`config.mk`:
```
export PLATFORM = sky130hd
export DESIGN_NAME = pgbuf_commit
export DESIGN_NICKNAME = d
export VERILOG_FILES = /design/src/rtl/pgbuf_pkg.sv /design/src/rtl/pgbuf_store.sv /design/src/rtl/pgbuf_timer.sv /design/src/rtl/pgbuf_seq.sv /design/src/rtl/pgbuf_commit.sv
export SDC_FILE = /design/constraint.sdc
export NUM_CORES = 1
export LEC_CHECK = 0
export BUFFER_PORTS_ARGS = -buffer_cell sky130_fd_sc_hd__buf_2
export CAP_MARGIN = 10
export CORE_AREA = 10 10 159 161
export CTS_CLUSTER_SIZE = 14
export DETAILED_ROUTE_END_ITERATION = 6
export DIE_AREA = 0 0 169 171
export PLACE_DENSITY_LB_ADDON = 0.3
export SLEW_MARGIN = 20
export SYNTH_ARGS = -nofsm -noshare
export SYNTH_HDL_FRONTEND = slang
export SYNTH_SLANG_ARGS = --single-unit
```
`constraint.sdc`:
```
create_clock -name clk -period 5.7 [get_ports clk]
set_input_delay 1.71 -clock clk [delete_from_list [all_inputs] [get_ports clk]]
set_output_delay 1.71 -clock clk [all_outputs]
set_load 0.005 [all_outputs]
```
`src/rtl/pgbuf_pkg.sv`:
```
package pgbuf_pkg;
    typedef enum logic [1:0] {
        S_IDLE  = 2'd0,
        S_LOAD  = 2'd1,
        S_FLUSH = 2'd2,
        S_HOLD  = 2'd3
    } pg_state_t;
endpackage

```
`src/rtl/pgbuf_store.sv`:
```
module pgbuf_store #(
    parameter int PAGE_BYTES = 32,
    localparam int OFF_W = $clog2(PAGE_BYTES)
) (
    input  logic             clk,
    input  logic             rst_n,
    input  logic             clr,
    input  logic             ld,
    input  logic [OFF_W-1:0] ld_off,
    input  logic             wr_en,
    input  logic [7:0]       wr_data,
    input  logic             busy,
    input  logic [OFF_W-1:0] rd_idx,
    output logic [7:0]       rd_data,
    output logic             rd_vld,
    output logic             any_vld
);
    localparam logic [OFF_W-1:0] LAST_OFF = OFF_W'(PAGE_BYTES - 1);

    logic [7:0]            bytes_q [PAGE_BYTES];
    logic [PAGE_BYTES-1:0] mask_q;
    logic [OFF_W-1:0]      ptr_q;

    always_ff @(posedge clk or negedge rst_n) begin
        if (!rst_n) begin
            mask_q <= '0;
            ptr_q  <= '0;
        end else begin
            if (clr)
                mask_q <= '0;
            else if (wr_en)
                mask_q[ptr_q] <= 1'b1;
            if (ld)
                ptr_q <= ld_off;
            else if (wr_en)
                ptr_q <= (ptr_q == LAST_OFF) ? '0 : ptr_q + 1'b1;
        end
    end

    for (genvar g = 0; g < PAGE_BYTES; g++) begin : g_byte
        always_ff @(posedge clk) begin
            if (wr_en && !ld && ptr_q == OFF_W'(g))
                bytes_q[g] <= wr_data;
        end
    end

    assign rd_data = bytes_q[rd_idx];
    assign rd_vld  = mask_q[rd_idx];
    assign any_vld = |mask_q;

    // the sequencer never loads bytes during a write window
    p_no_load_busy_r8: assert property (@(posedge clk) disable iff (!rst_n)
        wr_en |-> !busy);
endmodule

```
`src/rtl/pgbuf_timer.sv`:
```
module pgbuf_timer #(
    parameter int WR_CYCLES = 250000,
    localparam int CNT_W = $clog2(WR_CYCLES)
) (
    input  logic clk,
    input  logic rst_n,
    input  logic start,
    output logic run,
    output logic last
);
    localparam logic [CNT_W-1:0] LOAD_VAL = CNT_W'(WR_CYCLES - 1);

    logic [CNT_W-1:0] cnt_q;
    logic             run_q;

    always_ff @(posedge clk or negedge rst_n) begin
        if (!rst_n) begin
            run_q <= 1'b0;
            cnt_q <= '0;
        end else if (start) begin
            run_q <= 1'b1;
            cnt_q <= LOAD_VAL;
        end else if (run_q) begin
            if (cnt_q == '0)
                run_q <= 1'b0;
            else
                cnt_q <= cnt_q - 1'b1;
        end
    end

    assign run  = run_q;
    assign last = run_q && (cnt_q == '0);

    // a new cycle is never launched on top of a running one
    p_start_idle_r8: assert property (@(posedge clk) disable iff (!rst_n)
        start |-> !run_q);
    // the final count always ends the window
    p_last_ends_r6: assert property (@(posedge clk) disable iff (!rst_n)
        (last && !start) |=> !run_q);
endmodule

```
`src/rtl/pgbuf_seq.sv`:
```
module pgbuf_seq
    import pgbuf_pkg::*;
#(
    parameter int ADDR_W = 13,
    parameter int PAGE_BYTES = 32,
    localparam int OFF_W = $clog2(PAGE_BYTES),
    localparam int PAGE_W = ADDR_W - OFF_W
) (
    input  logic              clk,
    input  logic              rst_n,
    input  logic              sess_start,
    input  logic [ADDR_W-1:0] sess_addr,
    input  logic              data_vld,
    input  logic              commit,
    input  logic              abort,
    input  logic              any_vld,
    input  logic              rd_vld,
    input  logic [7:0]        rd_data,
    input  logic              busy,
    input  logic              tmr_last,
    output logic              st_clr,
    output logic              st_ld,
    output logic              st_wr,
    output logic [OFF_W-1:0]  rd_idx,
    output logic              tmr_start,
    output logic              mem_we,
    output logic [ADDR_W-1:0] mem_addr,
    output logic [7:0]        mem_wdata
);
    localparam logic [OFF_W-1:0] LAST_OFF = OFF_W'(PAGE_BYTES - 1);

    pg_state_t        state_q, state_d;
    logic [PAGE_W-1:0] page_q;
    logic [OFF_W-1:0]  idx_q;

    // next state and control strobes
    always_comb begin
        state_d   = state_q;
        st_clr    = 1'b0;
        st_ld     = 1'b0;
        st_wr     = 1'b0;
        tmr_start = 1'b0;
        unique case (state_q)
            S_IDLE: begin
                if (sess_start) begin
                    state_d = S_LOAD;
                    st_clr  = 1'b1;
                    st_ld   = 1'b1;
                end
            end
            S_LOAD: begin
                if (abort) begin
                    state_d = S_IDLE;
                    st_clr  = 1'b1;
                end else if (sess_start) begin
                    st_clr = 1'b1;
                    st_ld  = 1'b1;
                end else if (commit) begin
                    if (any_vld || data_vld) begin
                        state_d   = S_FLUSH;
                        st_wr     = data_vld;
                        tmr_start = 1'b1;
                    end else begin
                        state_d = S_IDLE;
                        st_clr  = 1'b1;
                    end
                end else if (data_vld) begin
                    st_wr = 1'b1;
                end
            end
            S_FLUSH: begin
                if (idx_q == LAST_OFF) begin
                    state_d = S_HOLD;
                    st_clr  = 1'b1;
                end
            end
            S_HOLD: begin
                if (tmr_last)
                    state_d = S_IDLE;
            end
            default: state_d = S_IDLE;
        endcase
    end

    // state register
    always_ff @(posedge clk or negedge rst_n) begin
        if (!rst_n)
            state_q <= S_IDLE;
        else
            state_q <= state_d;
    end

    assign rd_idx = idx_q;

    // registered outputs, page latch and scan index
    always_ff @(posedge clk or negedge rst_n) begin
        if (!rst_n) begin
            page_q    <= '0;
            idx_q     <= '0;
            mem_we    <= 1'b0;
            mem_addr  <= '0;
            mem_wdata <= '0;
        end else begin
            mem_we <= 1'b0;
            if (st_ld)
                page_q <= sess_addr[ADDR_W-1:OFF_W];
            if (state_q == S_FLUSH) begin
                mem_we    <= rd_vld;
                mem_addr  <= {page_q, idx_q};
                mem_wdata <= rd_data;
                idx_q     <= (idx_q == LAST_OFF) ? '0 : idx_q + 1'b1;
            end else begin
                idx_q <= '0;
            end
        end
    end

    // an abort in a session never opens a write window
    p_abort_quiet_r7: assert property (@(posedge clk) disable iff (!rst_n)
        (state_q == S_LOAD && abort) |=> !busy);
    // the machine leaves HOLD exactly when the timer expires
    p_hold_exit_r6: assert property (@(posedge clk) disable iff (!rst_n)
        (state_q == S_HOLD && tmr_last) |=> (state_q == S_IDLE && !busy));
    // the scan phase only exists inside a busy window
    p_flush_busy_r5: assert property (@(posedge clk) disable iff (!rst_n)
        (state_q == S_FLUSH) |-> busy);
endmodule

```
`src/rtl/pgbuf_commit.sv`:
```
module pgbuf_commit #(
    parameter int ADDR_W = 13,
    parameter int PAGE_BYTES = 32,
    parameter int WR_CYCLES = 250000
) (
    input  logic              clk,
    input  logic              rst_n,
    input  logic              sess_start,
    input  logic [ADDR_W-1:0] sess_addr,
    input  logic              data_vld,
    input  logic [7:0]        data_byte,
    input  logic              commit,
    input  logic              abort,
    output logic              busy,
    output logic              mem_we,
    output logic [ADDR_W-1:0] mem_addr,
    output logic [7:0]        mem_wdata
);
    localparam int OFF_W = $clog2(PAGE_BYTES);

    logic             st_clr, st_ld, st_wr, any_vld, rd_vld;
    logic [7:0]       rd_data;
    logic [OFF_W-1:0] rd_idx;
    logic             tmr_start, tmr_run, tmr_last;

    assign busy = tmr_run;

    pgbuf_seq #(.ADDR_W(ADDR_W), .PAGE_BYTES(PAGE_BYTES)) u_seq (
        .clk(clk), .rst_n(rst_n),
        .sess_start(sess_start), .sess_addr(sess_addr),
        .data_vld(data_vld), .commit(commit), .abort(abort),
        .any_vld(any_vld), .rd_vld(rd_vld), .rd_data(rd_data),
        .busy(tmr_run), .tmr_last(tmr_last),
        .st_clr(st_clr), .st_ld(st_ld), .st_wr(st_wr), .rd_idx(rd_idx),
        .tmr_start(tmr_start),
        .mem_we(mem_we), .mem_addr(mem_addr), .mem_wdata(mem_wdata)
    );

    pgbuf_store #(.PAGE_BYTES(PAGE_BYTES)) u_store (
        .clk(clk), .rst_n(rst_n),
        .clr(st_clr), .ld(st_ld), .ld_off(sess_addr[OFF_W-1:0]),
        .wr_en(st_wr), .wr_data(data_byte), .busy(tmr_run),
        .rd_idx(rd_idx), .rd_data(rd_data), .rd_vld(rd_vld),
        .any_vld(any_vld)
    );

    pgbuf_timer #(.WR_CYCLES(WR_CYCLES)) u_timer (
        .clk(clk), .rst_n(rst_n), .start(tmr_start),
        .run(tmr_run), .last(tmr_last)
    );

    // every array write falls inside the busy window
    p_we_in_busy_r6: assert property (@(posedge clk) disable iff (!rst_n)
        mem_we |-> busy);
    // busy only rises in response to a commit
    p_rise_on_commit_r6: assert property (@(posedge clk) disable iff (!rst_n)
        $rose(busy) |-> $past(commit));
endmodule

```
==> metrics.txt, run 1 <==
outcome complete, no violations; commonest non-fill, non-tap cells in the layout 256 x edfxtp_1, 91 x nor2_1, 91 x dfrtp_1; Rel. slew slack 0.274; CP peak stage delay 750 ps; total power about 5.2 mW; path depth of the worst reg2reg path 5; WHS 463 ps; max-slew violations 0; Clock Latency Late Sink 510 ps; Die Area 28900 sq um; Top cell by count, worst path nor2_1; Post-synth EDFFs 256; FF-to-FF Start u_seq.rd_idx[1]$_DFF_PN0_; CTS tree done; Leakage 5.62 nW; fraction of layout cells with a size suffix above 1 0.208; GP Congestion 0.857; I/O Pins 50; CP max-delay cell nor2_1; register area share after synthesis 0.705; Hold Crit Class flop to flop; synthesis-to-layout area growth 11.8%; CTS Buf Count 36; final setup fails 0; first-pass GRT wire length 50700 um; diodes inserted 0; hold-critical path endpoint u_seq.mem_addr[6]$_DFFE_PN0P_; largest net degree at the start of global routing 58; Startpoint Class primary input; Yosys cell types 54; total track usage 0.231; CTS root buf clkbuf_16; initial DRC count 996; CP Cell Sequence buf_2 -> nor2_1 -> and3_1 -> nand2_1 -> nor2_1; CTS Hold Bufs 0; worst slew pin tran 1090 ps; DRC viols 0; Synth async-reset ratio 0.266; Post-Route Utilization 0.714; Final #Nets between 900 and 1k; clock share of power 0.458; DR vias/cell 6.69; wire per inst 26.9 um; Congestion Overflow GR 0; design area between 15000 and 20000 sq um; Port-buffer cells 49; Max clock buf depth 3; DRT Wirelength 33300 um; Die H 171 um; Most used DFF post-synth edfxtp_1; Final min period 3470 ps; r2r setup slk roughly 2600 ps; hold path depth 2; post-CTS sizing 0; layout filler cell count roughly 1.4k; Synth warnings 0; Hold Startpoint u_seq.page_q[1]$_DFFE_PN0P_; setup slack after layout 2230 ps; number of global-route vias before repair ~8.2k; Cells after DPL between 1k and 1.5k; Final Cycle Share 0.608; M1 wire length 12700 um; syn_nets 916; row count 55; Die Span X 169 um; clock sinks between 300 and 400; Hold Violations, Final 0; Comb pwr share 0.015; P_sw slightly above 1 mW; final clock skew 13.3 ps; Seq pwr share 0.527; Place WS 1780 ps; Avg Synthesized Cell Area 16.2 sq um; Seq cells post-synth between 300 and 400; Worst Path Class, Setup primary input to flop; CP Capture Type flop; placed instance area around 15000 sq um; FF-to-FF End u_store.mask_q[9]$_DFFE_PN0P_; synthesized area roughly 14000 sq um; IR drop worst, VDD 0.279 mV; commonest non-fill, non-tap cell in the layout edfxtp_1; Net Sw Frac 0.194; Total Neg Setup Slack 0 ps; Data arrival, critical path around 3600 ps; Cell Pwr Density 328 nW/um^2; # Post-CTS Setup Buffers 0; via count a little over 8k; unrepaired setup endpoints after global routing false; htree depth 2; Initial Util 0.639; Fmax around 290 MHz; max_cap viols 0; HPWL after DPL 20300 um; Crit Path Max Fanout 15; initial antenna violation count 1; Top Layer Used met5; met3 WL 3250 um; core area around 22000 sq um; Final Instance Count excl. Fillers 1240; Post-Synthesis Cells 879; Req. time, crit path 5840 ps; Clock Pin Slew Worst Setup and Hold Paths 70 ps; remaining antenna violation count 0; DR pass1 iterations 5; Int Pwr around 4.2 mW; wire length on met2 16100 um
-- layer usage --
metal  up-vias  track usage
met5         -            0
met4         2       0.0874
met3        91       0.0427
met2       528        0.366
met1      4171        0.317
li1       3508            -
-- sequential cells by signal (all words and copies together), names as in the netlist, named ones only --
register and count:
u_store.bytes_q 256, u_store.mask_q 32, u_timer.cnt_q 18, u_seq.mem_addr 13, u_seq.mem_wdata 8, u_seq.page_q 8, u_seq.rd_idx 5, u_store.ptr_q 5
u_seq.mem_we 1, u_seq.state_q 1, u_timer.run 1
-- critical path: cells and delay by family --
family	cells	cell delay (ps)
buffers and inverters	1	130
and+or+nand+nor	4	1760
-- cell usage after synthesis, drive strengths merged, types with 3 or more instances --
master / count / area, sq um
a211o: 3 / 26.3
a211oi: 5 / 37.5
a21o: 7 / 52.6
a21oi: 43 / 215
a221o: 5 / 50.1
a221oi: 6 / 52.6
a22oi: 16 / 120
a31oi: 3 / 18.8
and2: 8 / 50.1
and3: 7 / 45.1
buf: 17 / 87.6
clkbuf: 27 / 104
dfrtp: 93 / 2330
edfxtp: 256 / 7690
ha: 10 / 125
inv: 12 / 45.0
mux2: 9 / 101
mux2i: 11 / 110
mux4: 71 / 1600
nand2: 71 / 267
nand2b: 4 / 25.0
nand3: 14 / 70.1
nand4: 4 / 25.0
nor2: 91 / 342
nor2b: 5 / 31.3
nor3: 12 / 60.1
nor3b: 4 / 30.0
nor4: 12 / 90.1
o21ai: 6 / 30.0
o22ai: 4 / 25.0
o31ai: 4 / 30.0
or3: 6 / 37.5
or4: 5 / 41.3
xnor2: 12 / 105
-- cells by family after synthesis --
group,count (synthesis),synth area share
DFF,349,0.705
and+or+nand+nor,249,0.0824
AOI/OAI and AO/OA,110,0.0511
muxes,91,0.128
buffers and inverters,57,0.0169
xor gates and xnor gates,13,0.00802
adders and majority gates,10,0.00881
-- final cells by class --
class	instances	area (sq um)	share of cell area
clock buffer	51	1030	0.0650
clock inverter	13	176	0.0111
inverter	13	48.8	0.00307
multi-input combinational	473	3950	0.248
sequential	349	10000	0.631
tap	285	357	0.0225
timing repair buffer	56	300	0.0189
-- how the worst max path moves through the flow --
| stage | start | end | slack [ps] | cells past startpoint |
|---|---|---|---|---|
| floorplan | sess_start | u_store.bytes_q[0][0]$_DFFE_PP_ | 2470 | 5 |
| global placement | sess_start | u_store.bytes_q[9][0]$_DFFE_PP_ | 1900 | 5 |
| detailed placement | sess_start | u_store.bytes_q[6][1]$_DFFE_PP_ | 1780 | 5 |
| CTS | sess_start | u_store.bytes_q[0][1]$_DFFE_PP_ | 2220 | 5 |
| global route | sess_start | u_store.bytes_q[26][6]$_DFFE_PP_ | 2100 | 5 |
| finish | sess_start | u_store.bytes_q[0][1]$_DFFE_PP_ | 2230 | 5 |
-- power groups by stage --
stage | Sequential, mW | Clock [mW] | Combinational, mW
after floorplan | 2.79 | 0 | 0.0171
final | 2.74 | 2.38 | 0.0796
after detailed placement | 2.79 | 0 | 0.0802
after CTS | 2.74 | 2.40 | 0.0807
after global routing | 2.74 | 2.51 | 0.0873
after global placement | 2.79 | 0 | 0.0790
Power figures use the tool's default switching activity.
==> run 2: changes to the inputs <==
Settings changed: ABC_AREA set to 1, CORE_AREA 10 10 159 161 to 10 10 168 170, DIE_AREA 0 0 169 171 to 0 0 178 180.
Clock period 5.7 ns to 3.2 ns, I/O delays scaled along.
==> run 2 against run 1 <==
Against the previous run:
- power is 77% higher
- non-clock buffer count up 30
- global-route usage down 0.78 points
- area after synthesis is 6.3% higher
- hold slack worse by 4.0 ps
- final area grew 5.9%
- first-iteration DRC count grew 14%
==> metrics.txt, run 2 <==
path depth of the worst reg2reg path 8; fraction of layout cells with a size suffix above 1 0.116; Hold Violations, Final 0; CTS Buf Count 35; commonest non-fill, non-tap cells in the layout 404 x nor2_1, 256 x edfxtp_1, 166 x nand2_1; DR vias/cell around 5.7; max FFs per register about 260; wire per inst 19.3 um; Post-synth top cells 404 x nor2_1, 256 x edfxtp_1, 166 x nand2_1; synthesized area about 15000 sq um; I/O Pins 50; largest registers u_store.bytes_q (256), u_store.mask_q (32), u_timer.cnt_q (18); IR drop worst, VDD 0.388 mV; Clock Latency Late Sink 520 ps; final clock skew 18.8 ps; Synth warnings 0; GRT busiest layer met2; via count 10.6k; number of global-route vias before repair around 11k; largest net degree at the start of global routing 94; Critical Path Source u_seq.rd_idx[0]$_DFF_PN0_; Max clock buf depth 3; CP Capture Type flop; syn_nets 1485; Initial Util 0.607; Fmax 450 MHz; diodes inserted 0; total track usage 0.224; main area contributors after synthesis edfxtp_1 51%, dfrtp_1 15%, nor2_1 10%; max-slew violations 0; htree depth 2; CTS tree done; max_cap viols 0; Final #Nets between 1.5k and 2k; Port-buffer cells 49; met3 usage 0.0367; synthesis-to-layout area growth 11.4%; Final Cycle Share 0.695; Final min period 2220 ps; Req. time, crit path 3650 ps; # Post-CTS Setup Buffers 0; commonest non-fill, non-tap cell in the layout nor2_1; HPWL after DPL 22000 um; FF-to-FF End u_seq.mem_wdata[6]$_DFFE_PN0P_; unrepaired setup endpoints after global routing false; Clock Pin Slew Worst Setup and Hold Paths 60 ps; r2r setup slk 980 ps; Synth async-reset ratio 0.266; CTS Hold Bufs 0; Most used DFF post-synth edfxtp_1; remaining antenna violation count 0; core area 24900 sq um; outcome complete, no violations; Synth top area share 0.509; Crit Path Max Fanout 65; DRT Wirelength 35900 um; CTS root buf clkbuf_16; FF-to-FF Start u_seq.rd_idx[0]$_DFF_PN0_; GP Congestion 0.877; Die Area 32000 sq um; DR pass1 iterations 5; first-pass GRT wire length 56500 um; worst slew pin tran slightly above 800 ps; CP Cell Sequence inv_4 -> buf_12 -> nor2_1 -> o211ai_1 -> nand3_1 -> nand2_1 -> nand2_1 -> nand3_1; Die H around 180 um; Reg with most FFs u_store.bytes_q; Worst Path Class, Setup flop to flop; CP peak stage delay 530 ps; WHS 459 ps; top-count cell post-synth nor2_1; Cell Pwr Density 548 nW/um^2; Data arrival, critical path 2680 ps; Post-synth EDFFs 256; Startpoint Class flop; Congestion Overflow GR 0; Avg Synthesized Cell Area roughly 10 sq um; row count 58; Rel. slew slack 0.460; GR Util met2 0.373; Yosys cell types 37; cell type with the largest total area after synthesis edfxtp_1; Post-Synthesis Cells 1448; CP max-delay cell dfrtp_4; initial DRC count 1134; Leakage ~6.7 nW; initial antenna violation count 0; Seq cells post-synth 349; register area share after synthesis 0.663; Hold Crit Class primary input to asynchronous set/reset pin; met1 usage 0.289; final setup fails 0; Die Span X 178 um; Total Neg Setup Slack 0 ps; post-CTS sizing 0; clock sinks 349; DRC viols 0
[run 2: cell types whose count changed in the layout (fill, tap and decap cells not counted), sizes merged, moves of 16 or more]
cell,delta
a22oi,-16
nor2,+329
a21oi,-22
inv,+63
o211ai,+19
nand3,+101
mux4,-71
o21ai,+159
buf,+30
nand2,+102
[run 2: critical path, delay by kind of cell (launching register included)]
kind	cells	cell delay, ps
buffers and inverters	2	730
flip-flops	1	530
AND/OR/NAND/NOR	5	500
AO/OA/AOI/OAI	1	330
[run 2: area by class of cell]
| cell class | count | area [sq um] |
|---|---|---|
| multi-input cells | 952 | 4320 |
| flip-flops and latches | 349 | 10000 |
| inverters | 76 | 290 |
| clock inverters | 16 | 175 |
| fillers | 1854 | 8070 |
| clock buffers | 47 | 1010 |
| well taps | 330 | 413 |
| repair buffers | 86 | 588 |
[run 2: worst max-delay path by stage]
| stage | to | slack (ps) |
|---|---|---|
| global route | u_seq.mem_wdata[6]$_DFFE_PN0P_ | 820 |
| finish | u_seq.mem_wdata[6]$_DFFE_PN0P_ | 980 |
| global placement | u_store.bytes_q[9][1]$_DFFE_PP_ | 550 |
| detailed placement | u_store.bytes_q[9][1]$_DFFE_PP_ | 480 |
| floorplan | u_store.bytes_q[12][0]$_DFFE_PP_ | 930 |
| CTS | u_store.bytes_q[9][5]$_DFFE_PP_ | 1010 |
[run 2: cells by family (layout without fill, tap and decap cells)]
group / after synthesis / after routing / share of synthesized area
fa+ha+maj: 10 / 10 / 0.00829
buf+inv: 147 / 225 / 0.0506
compound gates: 212 / 212 / 0.0753
xor+xnor: 7 / 7 / 0.00406
flops: 349 / 349 / 0.663
simple gates: 723 / 723 / 0.198
[run 2: report_power, final]
group | switching, mW | total, mW | internal [mW]
Clock | 1.64 | 4.19 | 2.55
Combinational | 0.120 | 0.150 | 0.0296
Sequential | 0.00899 | 4.88 | 4.87
Total | 1.77 | 9.22 | 7.45
[run 2: layer usage]
layer,wire [um],vias to the layer above
li1,-,5004
met1,14300,5116
met2,17800,445
met3,2690,77
met4,1080,0
met5,0,-
[run 2: stage by stage]
step	std cells	utilization	setup WS [ps]	area (sq um)	power (mW)
after floorplan	1448	-	929	15100	5.01
after global placement	1793	0.628	552	15600	5.12
after detailed placement	1793	0.628	477	15600	5.13
after CTS	1856	0.676	1010	16800	9.27
after global routing	1856	0.676	824	16800	9.47
final	1856	0.676	977	16800	9.22
